### config.mk
export PLATFORM = sky130hd
export DESIGN_NAME = gradprod_top
export DESIGN_NICKNAME = d
export VERILOG_FILES = /design/src/rtl/gradprod_pkg.sv /design/src/rtl/line_store.sv /design/src/rtl/grad_window.sv /design/src/rtl/prod_stage.sv /design/src/rtl/gradprod_top.sv
export SDC_FILE = /design/constraint.sdc
export NUM_CORES = 1
export LEC_CHECK = 0
export ABC_AREA = 0
export BUFFER_PORTS_ARGS = -buffer_cell sky130_fd_sc_hd__buf_2
export CAP_MARGIN = 5
export CORE_MARGIN = 2
export CORE_UTILIZATION = 26
export DETAILED_ROUTE_END_ITERATION = 10
export PLACE_DENSITY = 0.41
export SYNTH_ARGS = -nofsm -noshare
export SYNTH_HDL_FRONTEND = slang
export SYNTH_HIERARCHICAL = 1
export SYNTH_SLANG_ARGS = --single-unit
### constraint.sdc
create_clock -name clk -period 15.5 [get_ports clk]
set_clock_uncertainty 0.2 [all_clocks]
set_input_delay 3.1 -clock clk [delete_from_list [all_inputs] [get_ports clk]]
set_output_delay 3.1 -clock clk [all_outputs]
set_load 0.005 [all_outputs]
### src/rtl/gradprod_pkg.sv
package gradprod_pkg;

    // pixel and derived arithmetic widths
    localparam int PIX_W  = 8;
    localparam int GRAD_W = PIX_W + 1;
    localparam int PROD_W = 2 * GRAD_W;

    // gradient pair for one output position
    typedef struct packed {
        logic                     vld;
        logic                     sol;
        logic                     sof;
        logic signed [GRAD_W-1:0] gx;
        logic signed [GRAD_W-1:0] gy;
    } grad_t;

    // product triple for one output position
    typedef struct packed {
        logic                     vld;
        logic                     sol;
        logic                     sof;
        logic signed [PROD_W-1:0] xx;
        logic signed [PROD_W-1:0] yy;
        logic signed [PROD_W-1:0] xy;
    } prod_t;

endpackage

### src/rtl/line_store.sv
module line_store #(
    parameter int DEPTH = 16,
    parameter int AW    = 4,
    parameter int DW    = 8
) (
    input  logic          clk,
    input  logic          we,
    input  logic [AW-1:0] addr,
    input  logic [DW-1:0] wdata,
    output logic [DW-1:0] rdata
);

    logic [DW-1:0] mem_q [DEPTH];

    // read of the old word and write of the new one share one address
    assign rdata = mem_q[addr];

    always_ff @(posedge clk) begin
        if (we) begin
            mem_q[addr] <= wdata;
        end
    end

endmodule

### src/rtl/grad_window.sv
module grad_window
    import gradprod_pkg::*;
#(
    parameter int IMG_W = 16,
    parameter int IMG_H = 8,
    parameter int ROW_W = 4,
    parameter int COL_W = 5
) (
    input  logic             clk,
    input  logic             rst_n,
    input  logic             step,
    input  logic [ROW_W-1:0] row,
    input  logic [COL_W-1:0] col,
    input  logic [PIX_W-1:0] top,
    input  logic [PIX_W-1:0] mid,
    input  logic [PIX_W-1:0] bot,
    output grad_t            grad_o
);

    typedef struct packed {
        logic [PIX_W-1:0]         m1;
        logic [PIX_W-1:0]         m2;
        logic signed [GRAD_W-1:0] gyp;
        grad_t                    g;
    } win_t;

    win_t w_d, w_q;

    logic [PIX_W-1:0]         up_sel, dn_sel, lt_sel, rt_sel;
    logic signed [GRAD_W-1:0] gy_now;

    always_comb begin
        w_d   = w_q;
        w_d.g = '0;
        // scan row r produces output row r-1; clamp above and below it
        up_sel = (row == ROW_W'(1))     ? mid : top;
        dn_sel = (row == ROW_W'(IMG_H)) ? mid : bot;
        gy_now = $signed({1'b0, dn_sel}) - $signed({1'b0, up_sel});
        // scan column c produces output column c-1; clamp left and right
        lt_sel = (col == COL_W'(1))     ? w_q.m1 : w_q.m2;
        rt_sel = (col == COL_W'(IMG_W)) ? w_q.m1 : mid;
        if (step) begin
            if ((row != '0) && (col != '0)) begin
                w_d.g.vld = 1'b1;
                w_d.g.sol = (col == COL_W'(1));
                w_d.g.sof = (col == COL_W'(1)) && (row == ROW_W'(1));
                w_d.g.gx  = $signed({1'b0, rt_sel}) - $signed({1'b0, lt_sel});
                w_d.g.gy  = w_q.gyp;
            end
            if (col < COL_W'(IMG_W)) begin
                w_d.m2  = w_q.m1;
                w_d.m1  = mid;
                w_d.gyp = gy_now;
            end
        end
    end

    always_ff @(posedge clk or negedge rst_n) begin
        if (!rst_n) begin
            w_q <= '0;
        end else begin
            w_q <= w_d;
        end
    end

    assign grad_o = w_q.g;

endmodule

### src/rtl/prod_stage.sv
module prod_stage
    import gradprod_pkg::*;
(
    input  logic  clk,
    input  logic  rst_n,
    input  grad_t grad_i,
    output prod_t prod_o
);

    localparam int N_PROD = 3;

    logic signed [GRAD_W-1:0] opa [N_PROD];
    logic signed [GRAD_W-1:0] opb [N_PROD];
    logic signed [PROD_W-1:0] mul [N_PROD];
    prod_t p_d, p_q;

    // lane 0: gx*gx, lane 1: gy*gy, lane 2: gx*gy
    for (genvar k = 0; k < N_PROD; k++) begin : g_lane
        assign opa[k] = (k == 1) ? grad_i.gy : grad_i.gx;
        assign opb[k] = (k == 0) ? grad_i.gx : grad_i.gy;
        assign mul[k] = PROD_W'(opa[k]) * PROD_W'(opb[k]);
    end

    always_comb begin
        p_d     = '0;
        p_d.vld = grad_i.vld;
        p_d.sol = grad_i.sol;
        p_d.sof = grad_i.sof;
        p_d.xx  = mul[0];
        p_d.yy  = mul[1];
        p_d.xy  = mul[2];
    end

    always_ff @(posedge clk or negedge rst_n) begin
        if (!rst_n) begin
            p_q <= '0;
        end else begin
            p_q <= p_d;
        end
    end

    assign prod_o = p_q;

endmodule

### src/rtl/gradprod_top.sv
module gradprod_top
    import gradprod_pkg::*;
#(
    parameter int IMG_W = 16,
    parameter int IMG_H = 8
) (
    input  logic                     clk,
    input  logic                     rst_n,
    input  logic [PIX_W-1:0]         pix_in,
    input  logic                     vld_in,
    input  logic                     sol_in,
    input  logic                     sof_in,
    output logic signed [PROD_W-1:0] gxx_out,
    output logic signed [PROD_W-1:0] gyy_out,
    output logic signed [PROD_W-1:0] gxy_out,
    output logic                     vld_out,
    output logic                     sol_out,
    output logic                     sof_out
);

    localparam int COL_W  = $clog2(IMG_W + 1);
    localparam int ROW_W  = $clog2(IMG_H + 1);
    localparam int ADR_W  = (IMG_W > 1) ? $clog2(IMG_W) : 1;
    localparam int N_LINE = 2;

    typedef struct packed {
        logic [ROW_W-1:0] row;
        logic [COL_W-1:0] col;
        logic             flush;
    } scan_t;

    scan_t scan_d, scan_q;

    logic             accept, step, in_line, flush_active;
    logic [ROW_W-1:0] s_row;
    logic [COL_W-1:0] s_col;
    logic [ADR_W-1:0] lb_addr;
    logic [PIX_W-1:0] bot;
    logic [PIX_W-1:0] lb_wr [N_LINE];
    logic [PIX_W-1:0] lb_rd [N_LINE];
    grad_t            grad;
    prod_t            prod;

    // scan position: columns 0..IMG_W (IMG_W closes a row),
    // rows 0..IMG_H (IMG_H is the self-generated bottom flush row)
    always_comb begin
        accept  = vld_in && !scan_q.flush;
        step    = accept || scan_q.flush;
        s_col   = (accept && (sof_in || sol_in)) ? '0 : scan_q.col;
        s_row   = (accept && sof_in) ? '0 : scan_q.row;
        in_line = (s_col < COL_W'(IMG_W));
        lb_addr = in_line ? ADR_W'(s_col) : '0;
        scan_d  = scan_q;
        if (step) begin
            if (!in_line) begin
                if (s_row == ROW_W'(IMG_H)) begin
                    scan_d = '0;
                end else begin
                    scan_d.row   = s_row + ROW_W'(1);
                    scan_d.col   = '0;
                    scan_d.flush = (s_row == ROW_W'(IMG_H - 1));
                end
            end else begin
                scan_d.row   = s_row;
                scan_d.col   = s_col + COL_W'(1);
                scan_d.flush = scan_q.flush || (s_col == COL_W'(IMG_W - 1));
            end
        end
    end

    always_ff @(posedge clk or negedge rst_n) begin
        if (!rst_n) begin
            scan_q <= '0;
        end else begin
            scan_q <= scan_d;
        end
    end

    assign flush_active = scan_q.flush;

    // the flush row repeats the last stored row as the row below it
    assign bot      = scan_q.flush ? lb_rd[0] : pix_in;
    assign lb_wr[0] = bot;
    assign lb_wr[1] = lb_rd[0];

    for (genvar k = 0; k < N_LINE; k++) begin : g_line
        line_store #(
            .DEPTH(IMG_W),
            .AW   (ADR_W),
            .DW   (PIX_W)
        ) u_line (
            .clk  (clk),
            .we   (step && in_line),
            .addr (lb_addr),
            .wdata(lb_wr[k]),
            .rdata(lb_rd[k])
        );
    end

    grad_window #(
        .IMG_W(IMG_W),
        .IMG_H(IMG_H),
        .ROW_W(ROW_W),
        .COL_W(COL_W)
    ) u_win (
        .clk   (clk),
        .rst_n (rst_n),
        .step  (step),
        .row   (s_row),
        .col   (s_col),
        .top   (lb_rd[1]),
        .mid   (lb_rd[0]),
        .bot   (bot),
        .grad_o(grad)
    );

    prod_stage u_prod (
        .clk   (clk),
        .rst_n (rst_n),
        .grad_i(grad),
        .prod_o(prod)
    );

    assign gxx_out = prod.xx;
    assign gyy_out = prod.yy;
    assign gxy_out = prod.xy;
    assign vld_out = prod.vld;
    assign sol_out = prod.sol;
    assign sof_out = prod.sof;

endmodule

# Yosys cells after proc, flatten, opt, wreduce, memory -nomap -nowiden
# Memories as Yosys holds them, arrays and structs flattened.
# Cells that the tools add are included.
totals:
  word_cells: 60
  ff_bits: 113
  input_bits: 13
  ramBits: 256
  n_memories: 2
op_classes:
  eq_ne: 6
  n_lt_le_gt_ge: 1
  muxes: 14
  reduce_logical: 13
  mul: 3
  n_addsub: 4
mem_list:
  columns: ["name", "words", "width", "read_ports", "rd_clocked_by_memory_dff", "wr", "line", "source"]
  rows:
  - ["g_line[0].u_line.mem_q", 16, 8, 1, 0, 1, "line_store.sv:13", "logic [DW-1:0] mem_q [DEPTH];"]
  - ["g_line[1].u_line.mem_q", 16, 8, 1, 0, 1, "line_store.sv:13", null]
op_table:
  columns: ["operator", "n"]
  rows:
  - ["$mul 9x9->18", 3]
  - ["$mux 21", 2]
  - ["$mux 8", 5]
  - ["$mux 10", 2]
  - ["$sub 8x8->9", 2]
  - ["$mux 4", 2]
  - ["$logic_and 1x1->1", 6]
  - ["$add 5x1->5 const B", 1]
  - ["$eq 5x1->1 const B", 1]
  - ["$eq 5x4->1 const B", 1]
  - ["$eq 5x5->1 const B", 1]
  - ["$lt 5x5->1 const B", 1]
  - ["$mux 5", 1]
  - ["$reduce_bool 5->1", 1]
  - ["$add 4x1->4 const B", 1]
  - ["$eq 4x1->1 const B", 1]
  - ["$eq 4x3->1 const B", 1]
  - ["$eq 4x4->1 const B", 1]
  - ["$reduce_bool 4->1", 1]
  - ["$logic_or 1x1->1", 3]
  - ["$mux 1", 2]
  - ["$reduce_and 2->1", 1]
  - ["$logic_not 1->1", 1]

# Logic depth before layout (Yosys ltp)
# An unclocked memory read counts as a cell.
logic_depth:
  ltp_word: 11
  ltp_mapped: 19

# By module
# Netlist, hierarchy kept.
modules_own_cells:
  columns: ["mod", "cells_each", "area_each_um2", "n_inst"]
  rows:
  - ["line_store", 222, 4907.2, 2]
  - ["prod_stage", 980, 9809.4, 1]
  - ["grad_window", 248, 2813.9, 1]
  - ["gradprod_top", 86, 754.5, 1]

# Worst setup path after synthesis
# OpenSTA, ideal clock, no wires.
synth_timing:
  kind: "in2reg"
  startpoint: "in sol_in"
  endpoint: "reg u_win/w_q[27] in the netlist's numbering"
  path_stages: 15
  arrival_time_ps: 7023
  path_buffers: 1
  path_slack_ps: 8143
  path_cell_list: "or2_4 > nand2_1 > and3_1 > buf_2 > mux4_2 > a22oi_1 > nand2_1 > mux2_2 > mux2_2 > fa_1 > a21o_1 > a31oi_1 > nand2b_1 > a211oi_1 > o31ai_1"
synth_rtl:
  columns: ["element", "line", "source"]
  rows:
  - ["start: declaration", "gradprod_top.sv:11", "input logic sol_in,"]
  - ["end signal: assignment", "grad_window.sv:62", "w_q <= w_d;"]
  - ["end: declaration", "grad_window.sv:27", "win_t w_d, w_q;"]

==> results.toml <==
[status]
status = "finished, final reports clean"

[pwr]
p_leak_nw = 11.4
power_density_mw_per_mm2 = 176
vdd_ir_drop_max_mv = 0.0764

[timing]
slew_violations = 0
period_minus_slack_ns = 8.67
finalHoldViolCount = 0
fin_crit_sh_pct = 55.9
rsz0062_at_grt = "no"
setup_viol = 0
max_freq_ghz = 0.115
max-slew-margin-rel_pct = 19.2
worst_slew_pin_slew_ns = 1.21
setup-tns-final_ns = 0

[cells_and_area]
mostFrequentLayoutCells = "edfxtp_1, inv_1, fa_1"
postLayoutCellArea_mm2 = 0.0263
final_nets = 2164
area_delta_synth_final_pct = 13.3
drive_above_1_share_pct = 17.2
mostFrequentLayoutCell = "edfxtp_1"

[yosys]
synth_edf_count = 256
synth.distinct_cells = 81
syn-instance-count = 1758
ys_async_sr_fraction_pct = 30.2
yosysTopAreaCell = "edfxtp_1"
seq_area_frac_synth_pct = 45.1
yosys_warnings = 6
ys.flop_type = "edfxtp_1"
syn_area_mm2 = 0.0232
ys_seq_elements = 367
synth.avg_cell_area_um2 = 13.2
synth_top_area_share_pct = 33.1
synth_area_leaders = "edfxtp_1, fa_1, dfrtp_1"

[grt]
grt_max_degree = 72
grt_usage_pct = 12.3
antenna_found_initial = 0
overflow = 0
grt_pass1_vias = 14668
grt_pass1_wl_um = 86400

[worst_setup_path]
critPathSlowestCell = "buf_4"
start_kind = "input port"
worstRegToRegCells = 17
arrival_ns = 8.92
crit_path_end = "u_win/w_q[27]"
max_stage_delay_ns = 0.91
rr_endpoint = "u_win/w_q[27]"
reg2reg_setup_slack_ns = 8.73
crit_path_start = "sof_in"
critPathKind = "in2reg"
worstPathCellList = "buf_2 > or2_4 > nand2_1 > and3_4 > buf_4 > mux4_2 > a22oi_1 > nand2_1 > mux2_2 > mux2i_1 > ha_1 > inv_1 > fa_1 > a21o_1 > a31oi_1 > nand2b_1 > a211oi_1 > o31ai_1"
end_kind = "flip-flop"
crit_required_ns = 15.76
critical_path_buf_inv_count = 3
cp.depth = 18
r2r_start = "flush_active"
cp_max_fo = 55
path_common_cell = "nand2_1"
path_delay_family = "simple AND/OR/NAND/NOR gates"

[floorplanning]
io-pin-count = 70
fp-row-count = 109
die_w_um = 303
start_util_pct = 26.2
coreArea_mm2 = 0.0884
die-area_mm2 = 0.0916
die_height_um = 303

[clocking]
post_cts_buffers = 0
cts_buffer_depth = 3
hold_buffers = 0
clock_latency_ns = 0.59
clk_pin_slew_ns = 0.06
ctsHtreeMaxLevel = 2
cts_tree = "yes"
ctsResizeCount = 0
cts_buffers = 44
cts_num_sinks = 367
root_buffer = "clkbuf_16"

[routing]
drtIter0Drc = 624
first_pass_iters = 5
drc_errors = 0
drtAntennaViolNets = 0
vias = 13449
wl_um = 54700
via_per_inst = 4.44
detail_route.wl_per_cell_um = 18.1

[placement]
dp_hpwl_um = 37900
io_buffer_count = 67
placed_cell_area_mm2 = 0.0248
gp_congestion = 0.727

[min_path]
hp-class = "reg2reg"
min_from = "u_win/grad_o[20]"

[flow_run]
cap_violations = 0
sequential cells by signal, indices dropped and copies added (netlist names):
register	cells
g_line.u_line/mem_q	256
u_prod/prod_o	55
flush_active	1
scan_q	9
u_win/w_q	25
u_win/grad_o	21
worst register-to-register path, stage by stage, from the launching register on:
cell	delay (ns)
dfrtp_1	0.78
nor2b_2	0.16
nand2_1	0.26
and3_4	0.59
buf_4	0.91
mux4_2	0.64
a22oi_1	0.22
nand2_1	0.51
mux2_2	0.62
mux2i_1	0.21
ha_1	0.21
inv_1	0.05
fa_1	0.41
a21o_1	0.19
a31oi_1	0.26
nand2b_1	0.09
a211oi_1	0.23
o31ai_1	0.09
routing by layer:
| layer | part of all wire, % | wire [um] | vias to the layer above | GRT usage [%] |
|---|---|---|---|---|
| li1 | - | - | 6212 | - |
| met5 | 0 | 0 | - | 0 |
| met4 | 2.2 | 1200 | 0 | 3.45 |
| met3 | 3.7 | 2020 | 61 | 1.80 |
| met2 | 48 | 26400 | 210 | 20.6 |
| met1 | 46 | 25100 | 6966 | 16.6 |
layout make-up:
class / count / area (um^2)
Antenna cell: 1 / 2.50
Clock buffer: 67 / 1260
Clock inverter: 14 / 181
Fill cell: 8943 / 62100
Inverter: 230 / 866
Multi-Input combinational cell: 1087 / 11500
Sequential cell: 367 / 10500
Tap cell: 1165 / 1460
Timing Repair Buffer: 96 / 559
power by group:
part / switching, mW / internal [mW]
registers: 0.119 / 1.39
clock network: 0.423 / 0.598
logic: 1.24 / 0.854
total: 1.78 / 2.84
cells by family after synthesis:
| group | after synthesis | synth area share (%) |
|---|---|---|
| simple gates | 382 | 8.23 |
| flops | 367 | 45.1 |
| fa+ha+maj | 325 | 23.4 |
| buf+inv | 305 | 5.58 |
| compound gates | 184 | 5.93 |
| mux | 125 | 9.09 |
| xor+xnor | 69 | 2.61 |
| other cells | 1 | 0.0162 |
per-stage QoR:
stage               instances  hold slack (ns)  util, %  total power [mW]  setup slack, ns
floorplan                1759            0.221        -              3.03             8.14
finish                   3027            0.130     29.7              4.63             6.83
global placement         2945            0.136     28.1              3.65             6.24
detailed placement       2945            0.144     28.1              3.67             6.15
global route             3026            0.137     29.7              5.01             6.30
CTS                      3026            0.131     29.7              4.73             6.81
synthesized netlist by cell type (30+ instances only):
library cell	instances
ha_1	143
nand2_1	127
and2_1	55
nor2_1	84
edfxtp_1	256
inv_1	227
fa_1	182
dfrtp_1	111
a22oi_1	32
a21oi_1	30
mux2_2	45
mux4_2	64
xnor2_1	56
how the worst min path moves through the flow:
stage | to | slack, ns | cells after the start
6_report | u_prod/prod_o[56] | 0.13 | 0
5_1_grt | u_prod/prod_o[56] | 0.14 | 0
4_1_cts | u_prod/prod_o[56] | 0.13 | 0
3_5_place_dp | u_prod/prod_o[56] | 0.14 | 0
3_3_place_gp | u_prod/prod_o[56] | 0.14 | 0
2_1_floorplan | u_prod/prod_o[54] | 0.22 | 1
(Power assumes the default switching activity.)
